===== config.mk =====
export PLATFORM = sky130hd
export DESIGN_NAME = rx_irq_moderator
export DESIGN_NICKNAME = d
export VERILOG_FILES = /design/src/rtl/rxim_pkg.sv /design/src/rtl/rxim_cfg_regs.sv /design/src/rtl/rxim_countdown.sv /design/src/rtl/rxim_irq_gen.sv /design/src/rtl/rx_irq_moderator.sv
export SDC_FILE = /design/constraint.sdc
export NUM_CORES = 1
export LEC_CHECK = 0
export ABC_AREA = 1
export BUFFER_PORTS_ARGS = -buffer_cell sky130_fd_sc_hd__buf_2
export CAP_MARGIN = 15
export CORE_ASPECT_RATIO = 0.8
export CORE_MARGIN = 10
export CORE_UTILIZATION = 46
export DETAILED_ROUTE_END_ITERATION = 7
export PLACE_DENSITY_LB_ADDON = 0.2
export SYNTH_ARGS = -nofsm -noshare
export SYNTH_HDL_FRONTEND = slang
export SYNTH_SLANG_ARGS = --single-unit

===== constraint.sdc =====
create_clock -name clk_i -period 2.6 [get_ports clk_i]
set_clock_uncertainty 0.2 [all_clocks]
set_input_delay 0.13 -clock clk_i [delete_from_list [all_inputs] [get_ports clk_i]]
set_output_delay 0.13 -clock clk_i [all_outputs]
set_load 0.02 [all_outputs]

===== src/rtl/rxim_pkg.sv =====
package rxim_pkg;
   typedef enum logic [1:0] {
      CAUSE_NONE = 2'd0,
      CAUSE_PKT  = 2'd1,
      CAUSE_ABS  = 2'd2,
      CAUSE_IMM  = 2'd3
   } irq_cause_e;

   localparam logic SEL_PKT = 1'b0;
   localparam logic SEL_ABS = 1'b1;
endpackage


===== src/rtl/rxim_cfg_regs.sv =====
module rxim_cfg_regs
   import rxim_pkg::*;
#(
   parameter int CNT_W = 16
) (
   input  logic             clk_i,
   input  logic             rst_ni,
   input  logic             wr_en_i,
   input  logic             sel_i,
   input  logic [CNT_W-1:0] ival_i,
   input  logic             flush_cmd_i,
   output logic [CNT_W-1:0] pkt_ival_o,
   output logic [CNT_W-1:0] abs_ival_o,
   output logic             flush_o
);
   logic [CNT_W-1:0] pkt_q, abs_q;
   logic             flush_q;

   always_ff @(posedge clk_i) begin
      if (!rst_ni) begin
         pkt_q   <= '0;
         abs_q   <= '0;
         flush_q <= 1'b0;
      end else begin
         flush_q <= wr_en_i & (sel_i == SEL_ABS) & flush_cmd_i;
         if (wr_en_i && sel_i == SEL_PKT) pkt_q <= ival_i;
         if (wr_en_i && sel_i == SEL_ABS) abs_q <= ival_i;
      end
   end

   assign pkt_ival_o = pkt_q;
   assign abs_ival_o = abs_q;
   assign flush_o    = flush_q;
endmodule


===== src/rtl/rxim_countdown.sv =====
module rxim_countdown #(
   parameter int CNT_W         = 16,
   parameter bit RELOAD_ALWAYS = 1'b1
) (
   input  logic             clk_i,
   input  logic             rst_ni,
   input  logic             tick_i,
   input  logic             start_i,
   input  logic             enable_i,
   input  logic             disarm_i,
   input  logic [CNT_W-1:0] ival_i,
   output logic             active_o,
   output logic [CNT_W-1:0] count_o,
   output logic             expire_o
);
   localparam logic [CNT_W-1:0] LAST = CNT_W'(1);

   logic             act_q;
   logic [CNT_W-1:0] cnt_q;
   logic             load_w;

   generate
      if (RELOAD_ALWAYS) begin : g_restart
         assign load_w = start_i & enable_i;
      end else begin : g_first_only
         assign load_w = start_i & enable_i & (~act_q | disarm_i);
      end
   endgenerate

   assign expire_o = act_q & tick_i & (cnt_q == LAST);

   always_ff @(posedge clk_i) begin
      if (!rst_ni) begin
         act_q <= 1'b0;
         cnt_q <= '0;
      end else if (load_w) begin
         act_q <= 1'b1;
         cnt_q <= ival_i;
      end else if (disarm_i) begin
         act_q <= 1'b0;
      end else if (act_q && tick_i) begin
         cnt_q <= cnt_q - LAST;
      end
   end

   assign active_o = act_q;
   assign count_o  = cnt_q;
endmodule


===== src/rtl/rxim_irq_gen.sv =====
module rxim_irq_gen
   import rxim_pkg::*;
(
   input  logic       clk_i,
   input  logic       rst_ni,
   input  logic       pkt_exp_i,
   input  logic       abs_exp_i,
   input  logic       imm_i,
   input  logic       other_i,
   output logic       disarm_o,
   output logic       irq_o,
   output logic [1:0] cause_o
);
   logic       fire_w;
   irq_cause_e cause_w;
   logic       irq_q;
   irq_cause_e cause_q;

   assign fire_w   = pkt_exp_i | abs_exp_i | imm_i;
   assign disarm_o = fire_w | other_i;

   always_comb begin
      if (imm_i)          cause_w = CAUSE_IMM;
      else if (abs_exp_i) cause_w = CAUSE_ABS;
      else if (pkt_exp_i) cause_w = CAUSE_PKT;
      else                cause_w = CAUSE_NONE;
   end

   always_ff @(posedge clk_i) begin
      if (!rst_ni) begin
         irq_q   <= 1'b0;
         cause_q <= CAUSE_NONE;
      end else begin
         irq_q   <= fire_w;
         cause_q <= cause_w;
      end
   end

   assign irq_o   = irq_q;
   assign cause_o = cause_q;
endmodule


===== src/rtl/rx_irq_moderator.sv =====
module rx_irq_moderator
   import rxim_pkg::*;
#(
   parameter int CNT_W     = 16,
   parameter int DATA_W    = 32,
   parameter int FLUSH_BIT = 31
) (
   input  logic              clk_i,
   input  logic              rst_ni,
   input  logic              cfg_wr_en_i,
   input  logic              cfg_sel_i,
   input  logic [DATA_W-1:0] cfg_wdata_i,
   input  logic              pkt_done_i,
   input  logic              other_irq_i,
   input  logic              tick_i,
   output logic              irq_o,
   output logic [1:0]        irq_cause_o,
   output logic              flush_o
);
   generate
      if (CNT_W < 1 || CNT_W > DATA_W) begin : g_bad_cnt_w
         $error("CNT_W must lie in 1..DATA_W");
      end
      if (FLUSH_BIT >= DATA_W || FLUSH_BIT < CNT_W) begin : g_bad_flush_bit
         $error("FLUSH_BIT must sit above the interval field and inside DATA_W");
      end
   endgenerate

   logic [CNT_W-1:0] pkt_ival_w, abs_ival_w;
   logic [CNT_W-1:0] pkt_cnt_w, abs_cnt_w;
   logic             pkt_act_w, abs_act_w;
   logic             pkt_exp_w, abs_exp_w;
   logic             pkt_en_w, abs_en_w, imm_w, disarm_w;
   logic             unused_wdata_w;

   assign unused_wdata_w = ^cfg_wdata_i;

   rxim_cfg_regs #(.CNT_W(CNT_W)) regs_i (
      .clk_i      (clk_i),
      .rst_ni     (rst_ni),
      .wr_en_i    (cfg_wr_en_i),
      .sel_i      (cfg_sel_i),
      .ival_i     (cfg_wdata_i[CNT_W-1:0]),
      .flush_cmd_i(cfg_wdata_i[FLUSH_BIT]),
      .pkt_ival_o (pkt_ival_w),
      .abs_ival_o (abs_ival_w),
      .flush_o    (flush_o)
   );

   assign pkt_en_w = (pkt_ival_w != '0);
   assign abs_en_w = pkt_en_w & (abs_ival_w != '0);
   assign imm_w    = pkt_done_i & ~pkt_en_w;

   rxim_countdown #(.CNT_W(CNT_W), .RELOAD_ALWAYS(1'b1)) pkt_tmr_i (
      .clk_i   (clk_i),
      .rst_ni  (rst_ni),
      .tick_i  (tick_i),
      .start_i (pkt_done_i),
      .enable_i(pkt_en_w),
      .disarm_i(disarm_w),
      .ival_i  (pkt_ival_w),
      .active_o(pkt_act_w),
      .count_o (pkt_cnt_w),
      .expire_o(pkt_exp_w)
   );

   rxim_countdown #(.CNT_W(CNT_W), .RELOAD_ALWAYS(1'b0)) abs_tmr_i (
      .clk_i   (clk_i),
      .rst_ni  (rst_ni),
      .tick_i  (tick_i),
      .start_i (pkt_done_i),
      .enable_i(abs_en_w),
      .disarm_i(disarm_w),
      .ival_i  (abs_ival_w),
      .active_o(abs_act_w),
      .count_o (abs_cnt_w),
      .expire_o(abs_exp_w)
   );

   rxim_irq_gen irq_i (
      .clk_i    (clk_i),
      .rst_ni   (rst_ni),
      .pkt_exp_i(pkt_exp_w),
      .abs_exp_i(abs_exp_w),
      .imm_i    (imm_w),
      .other_i  (other_irq_i),
      .disarm_o (disarm_w),
      .irq_o    (irq_o),
      .cause_o  (irq_cause_o)
   );
endmodule


==> metrics.yaml, run 1 <==
outcome:
  outcome: "completed"
synth:
  syn-num-nets: 599
  synth_top_area_share_pct: 36.6
  synth.most_common_cell: "nand2_1"
  syn-cell-area_sq_um: 3830
  synth_area_leaders: "dfxtp_1, nand2_1, nor2_1"
  synth-edff-count: 0
  synthAdderAreaFrac_pct: 1.31
  netlist_top_cells_count: "nand2_1, nor2_1, dfxtp_1, nand3_1, o21ai_0"
  synth_xor_xnor_area_share_pct: 5.49
  synth_cell_types: 31
  synth_ff_type: "dfxtp_1"
  ys_seq_area_share_pct: 36.6
  synth_area_leader_cell: "dfxtp_1"
  ys_ff_latch: 70
  syn_inst: 556
  syn-mean-instance-area_sq_um: 6.88
  synth.area.mux_share_pct: 0
  yosysWarningCount: 0
  synth_top_family_by_area: "simple AND/OR/NAND/NOR gates"
  synth_compound_area_share_pct: 13.3
  synth_simple_gate_area_share_pct: 36.6
  async_flop_share_pct: 0
clock_network:
  clk_latency_ns: 0.34
  clockBufferDepth: 2
  cts_root_buffer: "clkbuf_8"
  cts_htree_levels: 3
  cts_tree: "built"
  clk_pin_slew_ns: 0.08
  cts_buffers: 9
  cts.sinks: 70
detailed_routing:
  dr.max_layer_used: "met4"
  dr_wl_met2_um: 4090
  dr.pass1.iters: 4
  antenna_left: 0
  num_vias: 3660
  drt_iter0_drc: 296
  postRouteWirelength_um: 9490
  route.detailed.drc: 0
  wl_per_cell_um: 13.4
  wl_met3_um: 528
  wl_met1_um: 4790
  via_per_inst: 5.15
die:
  core_area_sq_um: 8020
  die_area_sq_um: 12400
  ios: 43
  initial_utilization_pct: 47.7
  fp.dieH_um: 102
  die_x_um: 122
  fp-row-count: 29
sta:
  clock.fmax_mhz: 442
  finalHoldViolations: 0
  rsz0062_at_grt: "false"
  relSlewSlack_pct: 56.2
  min_period_over_period_pct: 87.0
  finalMaxSlewViolations: 0
  setup_viol: 0
  fin_crit_ns: 2.26
  setup_tns_ns: 0
  worst_slew_pin_slew_ns: 0.656
hold_path:
  hold_depth: 4
  hold_path.class: "in -> reg"
placed_design:
  dp.cells: 676
  io_buffers: 27
  placed_area_sq_um: 4040
  dp_hpwl_um: 6700
  gp_congestion: 0.856
setup_path:
  start_kind: "flop"
  crit_top_cell: "nand2_1"
  cp_slowest_cell: "nor2_2"
  reg2reg_depth: 9
  crit_path_max_fanout: 17
  critPathKind: "reg -> reg"
  cp-end-kind: "flop"
  worstPathCellList: "nor2_1, nand2_1, nor2_1, nand2_1, nand2_1, nor2_2, nand2_2, nand3_1, a21oi_2"
  max_stage_delay_ns: 0.56
  required_ns: 2.63
  worstPathArrival_ns: 2.29
global_route:
  grt_overflow_total: 0
  grt.total_usage_pct: 16.1
  grt_max_degree: 36
  antenna_found_initial: 0
  grt_pass1_wl_um: 16300
  grt_pass1_vias: 3478
job:
  cap_violations: 0
final_layout:
  fin_cells: 710
  fin_area_sq_um: 4460
  nNetsFinal: 640
  fillers: 769
  drive_above_1_share_pct: 15.9
  diodes: 0
  area_growth_pct: 16.5
power_and_ir_drop:
  ir_drop_mv: 0.345
  p_leak_uw: 0.00192
  power.density_cell_area_nw_per_um2: 697
[layout by cell type (no fill, tap or decap), types with 9 or more instances in the layout]
| master | netlist | routed |
|---|---|---|
| dlygate4sd3_1 | 0 | 18 |
| xnor2_1 | 13 | 13 |
| inv_1 | 33 | 33 |
| nor2_1 | 111 | 111 |
| a21oi_2 | 18 | 18 |
| clkbuf_8 | 0 | 11 |
| xor2_1 | 11 | 11 |
| nand3_1 | 58 | 58 |
| buf_2 | 4 | 27 |
| nand2_1 | 112 | 112 |
| a21oi_1 | 17 | 17 |
| nand2_2 | 9 | 9 |
| dfxtp_1 | 70 | 70 |
| o21ai_0 | 45 | 45 |
[final timing paths]
check | slack [ns] | endpoint | startpoint
worst min register to register | 0.28 | pkt_tmr_i.count_o[1] | pkt_tmr_i.count_o[1]
worst min-delay path | 0.04 | regs_i.flush_o | cfg_sel_i
worst max-delay path | 0.34 | abs_tmr_i.count_o[7] | regs_i.pkt_ival_o[14]
worst max register to register | 0.34 | abs_tmr_i.count_o[7] | regs_i.pkt_ival_o[14]
[worst max-delay path, delay by kind of cell (launching register included)]
| kind | cells | cell delay [ns] |
|---|---|---|
| AOI/OAI and AO/OA | 1 | 0.06 |
| DFF | 1 | 0.36 |
| and+or+nand+nor | 8 | 1.53 |
[power breakdown]
group	switching, uW	internal, uW	total, uW
registers	88.1	1160	1250
clock network	430	593	1020
logic	508	328	835
[sequential cells by signal, summed over array words and instances (netlist names)]
name                count
regs_i.flush_o          1
abs_tmr_i.active_o      1
pkt_tmr_i.active_o      1
pkt_tmr_i.count_o      16
regs_i.abs_ival_o      16
abs_tmr_i.count_o      16
regs_i.pkt_ival_o      16
irq_i.irq_o             1
irq_i.cause_o           2
[timing repair]
action                    CTS  global route
hold endpoints to repair   35             0
hold buffers               18             0
resized for setup           0             0
buffers inserted            0             0
[metrics by stage]
stage               util [%]  setup slack (ns)  total power [uW]  hold slack, ns
finish                  55.6             0.339              3110          0.0386
global route            55.6            0.0659              3300          0.0451
CTS                     55.6             0.333              3120          0.0245
detailed placement      50.4             0.359              2080           0.153
global placement        50.4             0.414              2060           0.151
floorplan                  -             0.634              1910          0.0438
[area by class of cell]
class,instances,area [sq um],area share [%]
clock buffers,11,151,3.40
clock inverters,5,81.3,1.82
inverters,37,139,3.12
multi-input cells,427,2170,48.7
flip-flops and latches,70,1400,31.4
well taps,108,135,3.03
repair buffers,52,380,8.53
[layer usage]
metal  global-route usage [%]  vias up
li1                         -     1875
met1                     22.3     1694
met2                     23.8       85
met3                     4.00        6
met4                     4.85        0
met5                        0        -
[cells by family (layout without fill, tap and decap cells)]
| kind of cell | Yosys count | after routing |
|---|---|---|
| flops | 70 | 70 |
| xor+xnor | 24 | 24 |
| simple gates | 316 | 316 |
| buf+inv | 59 | 105 |
| fa+ha+maj | 4 | 4 |
| compound gates | 83 | 83 |
Note: power is estimated with default switching activity, not from simulation.
==> run 2: changes to the inputs <==
--- a/config.mk
+++ b/config.mk
@@ -8,9 +8,11 @@
 export ABC_AREA = 1
 export BUFFER_PORTS_ARGS = -buffer_cell sky130_fd_sc_hd__buf_2
 export CAP_MARGIN = 15
+export CELL_PAD_IN_SITES_DETAIL_PLACEMENT = 1
+export CELL_PAD_IN_SITES_GLOBAL_PLACEMENT = 1
 export CORE_ASPECT_RATIO = 0.8
 export CORE_MARGIN = 10
-export CORE_UTILIZATION = 46
+export CORE_UTILIZATION = 42
 export DETAILED_ROUTE_END_ITERATION = 7
 export PLACE_DENSITY_LB_ADDON = 0.2
 export SYNTH_ARGS = -nofsm -noshare
==> run 2 against run 1 <==
Net effect: register-to-register slack worse by 0.02 ns; largest cell class unchanged; final area up 0.95%; die area increased by 7.8%; sequential share of layout area down 0.30 points; non-clock buffer count up 4; utilization decreased by 5.4 points.
==> metrics.yaml, run 2 (same netlist as run 1, synthesis figures left out) <==
clock_network:
  cts.sinks: 70  # unchanged
  cts_buffers: 9  # unchanged
  postCtsSetupRepairBufs: 0  # unchanged
  cts_tree: "built"
  clk_pin_slew_ns: 0.05  # -0.03 ns
  cts_root_buffer: "clkbuf_16"
  clk_latency_ns: 0.33  # about the same
  clockBufferDepth: 2  # unchanged
  cts_htree_levels: 3  # unchanged
power_and_ir_drop:
  p_leak_uw: 0.00194  # +1.3%
  ir_drop_mv: 0.460  # +33%
  power.density_cell_area_nw_per_um2: 707  # +1.4%
die:
  fp.dieH_um: 105  # +3.7%
  die_area_sq_um: 13400  # +7.8%
  ios: 43  # unchanged
  fp-row-count: 31  # +6.9%
  die_x_um: 127  # +3.9%
  initial_utilization_pct: 42.7  # -5.0 points
  core_area_sq_um: 8960  # +12%
sta:
  rsz0062_at_grt: "false"
  fin_crit_ns: 2.29  # +0.0244 ns
  finalHoldViolations: 0  # unchanged
  relSlewSlack_pct: 65.2  # +8.9 points
  min_period_over_period_pct: 87.9  # +0.94 points
  clock.fmax_mhz: 437  # -1.1%
  holdWs_ns: 0.0275  # -0.0111 ns
  finalMaxSlewViolations: 0  # unchanged
  setup_tns_ns: 0  # unchanged
  worst_slew_pin_slew_ns: 0.520  # -0.135 ns
  setup_viol: 0  # unchanged
final_layout:
  layout_commonest_cell: "nand2_1"
  fin_area_sq_um: 4500  # +0.95%
  most-common-layout-cells: "nand2_1, nor2_1, dfxtp_1, nand3_1, o21ai_0"
  fillers: 1169  # +52%
  diodes: 0  # unchanged
  drive_above_1_share_pct: 15.9  # -0.026 points
  nNetsFinal: 644  # +0.63%
  fin_cells: 718  # +1.1%
  area_growth_pct: 17.6
placed_design:
  dp.cells: 687  # +1.6%
  io_buffers: 27  # unchanged
  dp_hpwl_um: 8260  # +23%
  placed_area_sq_um: 4070  # +0.65%
  gp_congestion: 0.819  # -4.3%
detailed_routing:
  antenna_left: 0  # unchanged
  drt_iter0_drc: 146  # -51%
  dr.pass1.iters: 4  # unchanged
  via_per_inst: 5.28  # +2.4%
  num_vias: 3789  # +3.5%
  wl_per_cell_um: 16.0  # +20%
  route.detailed.drc: 0  # unchanged
  postRouteWirelength_um: 11500  # +21%
job:
  cap_violations: 0  # unchanged
outcome:
  outcome: "completed"
global_route:
  grt_overflow_total: 0  # unchanged
  grt_max_degree: 26  # -28%
  grt_pass1_wl_um: 19300  # +19%
  grt.total_usage_pct: 17.5  # +1.5 points
  antenna_found_initial: 0  # unchanged
  grt_pass1_vias: 3941  # +13%
setup_path:
  crit_path_max_fanout: 18  # +1
  required_ns: 2.67  # +0.04 ns
  cp-end-kind: "flop"
  start_kind: "flop"
  worstPathArrival_ns: 2.35  # +0.06 ns
  critPathKind: "reg -> reg"
hold_path:
  hold_path.class: "in -> reg"
[run 2: changes by cell type in the layout (fill, tap and decap cells not counted), sizes merged]
| cell | delta |
|---|---|
| clkbuf | -1 |
| buf | +4 |
| bufinv | -2 |
| clkinvlp | -1 |
| clkinv | +1 |
[run 2: repair_timing]
item	CTS	global route
hold buffers	18	0
hold endpoints to repair	34	0
resized for setup	0	1
setup endpoints to repair	0	17
[run 2: routing by layer]
| layer | global-route usage (%) | share of wire [%] | vias up |
|---|---|---|---|
| met4 | 4.79 | 0.75 | 0 |
| met3 | 4.61 | 3.5 | 11 |
| met5 | 0 | 0 | - |
| met2 | 28.1 | 47 | 51 |
| li1 | - | - | 1879 |
| met1 | 22.8 | 49 | 1848 |
[run 2: power breakdown]
part	switching (uW)	internal, uW	total, uW
registers	92.7	1160	1250
clock network	430	623	1050
logic	538	335	872
[run 2: path summary, 6_finish.rpt]
kind,start,endpoint,slack (ns),cells after the start
setup / recovery,abs_tmr_i.count_o[1],abs_tmr_i.count_o[7],0.31,11
hold / removal,rst_ni,regs_i.abs_ival_o[0],0.03,3
setup reg to reg,abs_tmr_i.count_o[1],abs_tmr_i.count_o[7],0.31,11
hold reg to reg,pkt_tmr_i.count_o[1],pkt_tmr_i.count_o[1],0.29,2
[run 2: through the flow]
step | total power, uW | util [%] | setup WS (ns)
global placement | 2080 | 45.4 | 0.286
detailed placement | 2110 | 45.4 | 0.130
finish | 3180 | 50.2 | 0.314
CTS | 3200 | 50.2 | 0.117
global route | 3390 | 50.2 | 0.141
floorplan | 1910 | - | 0.634
[run 2: layout make-up]
type	count	area [sq um]	share of cell area, %
multi-input cells	427	2170	48.3
repair buffers	56	398	8.84
well taps	115	144	3.20
flip-flops and latches	70	1400	31.1
inverters	37	139	3.09
clock buffers	10	229	5.09
clock inverters	3	15.0	0.334
[run 2: critical path: stages, from the launching register on]
cell,delay (ns)
dfxtp_1,0.34
inv_1,0.07
ha_1,0.18
nand2_1,0.09
nor2_2,0.06
nand3_4,0.10
nand2_4,0.08
nor2_2,0.17
nand3_4,0.23
nand2_2,0.36
nand3_1,0.16
a21oi_2,0.18
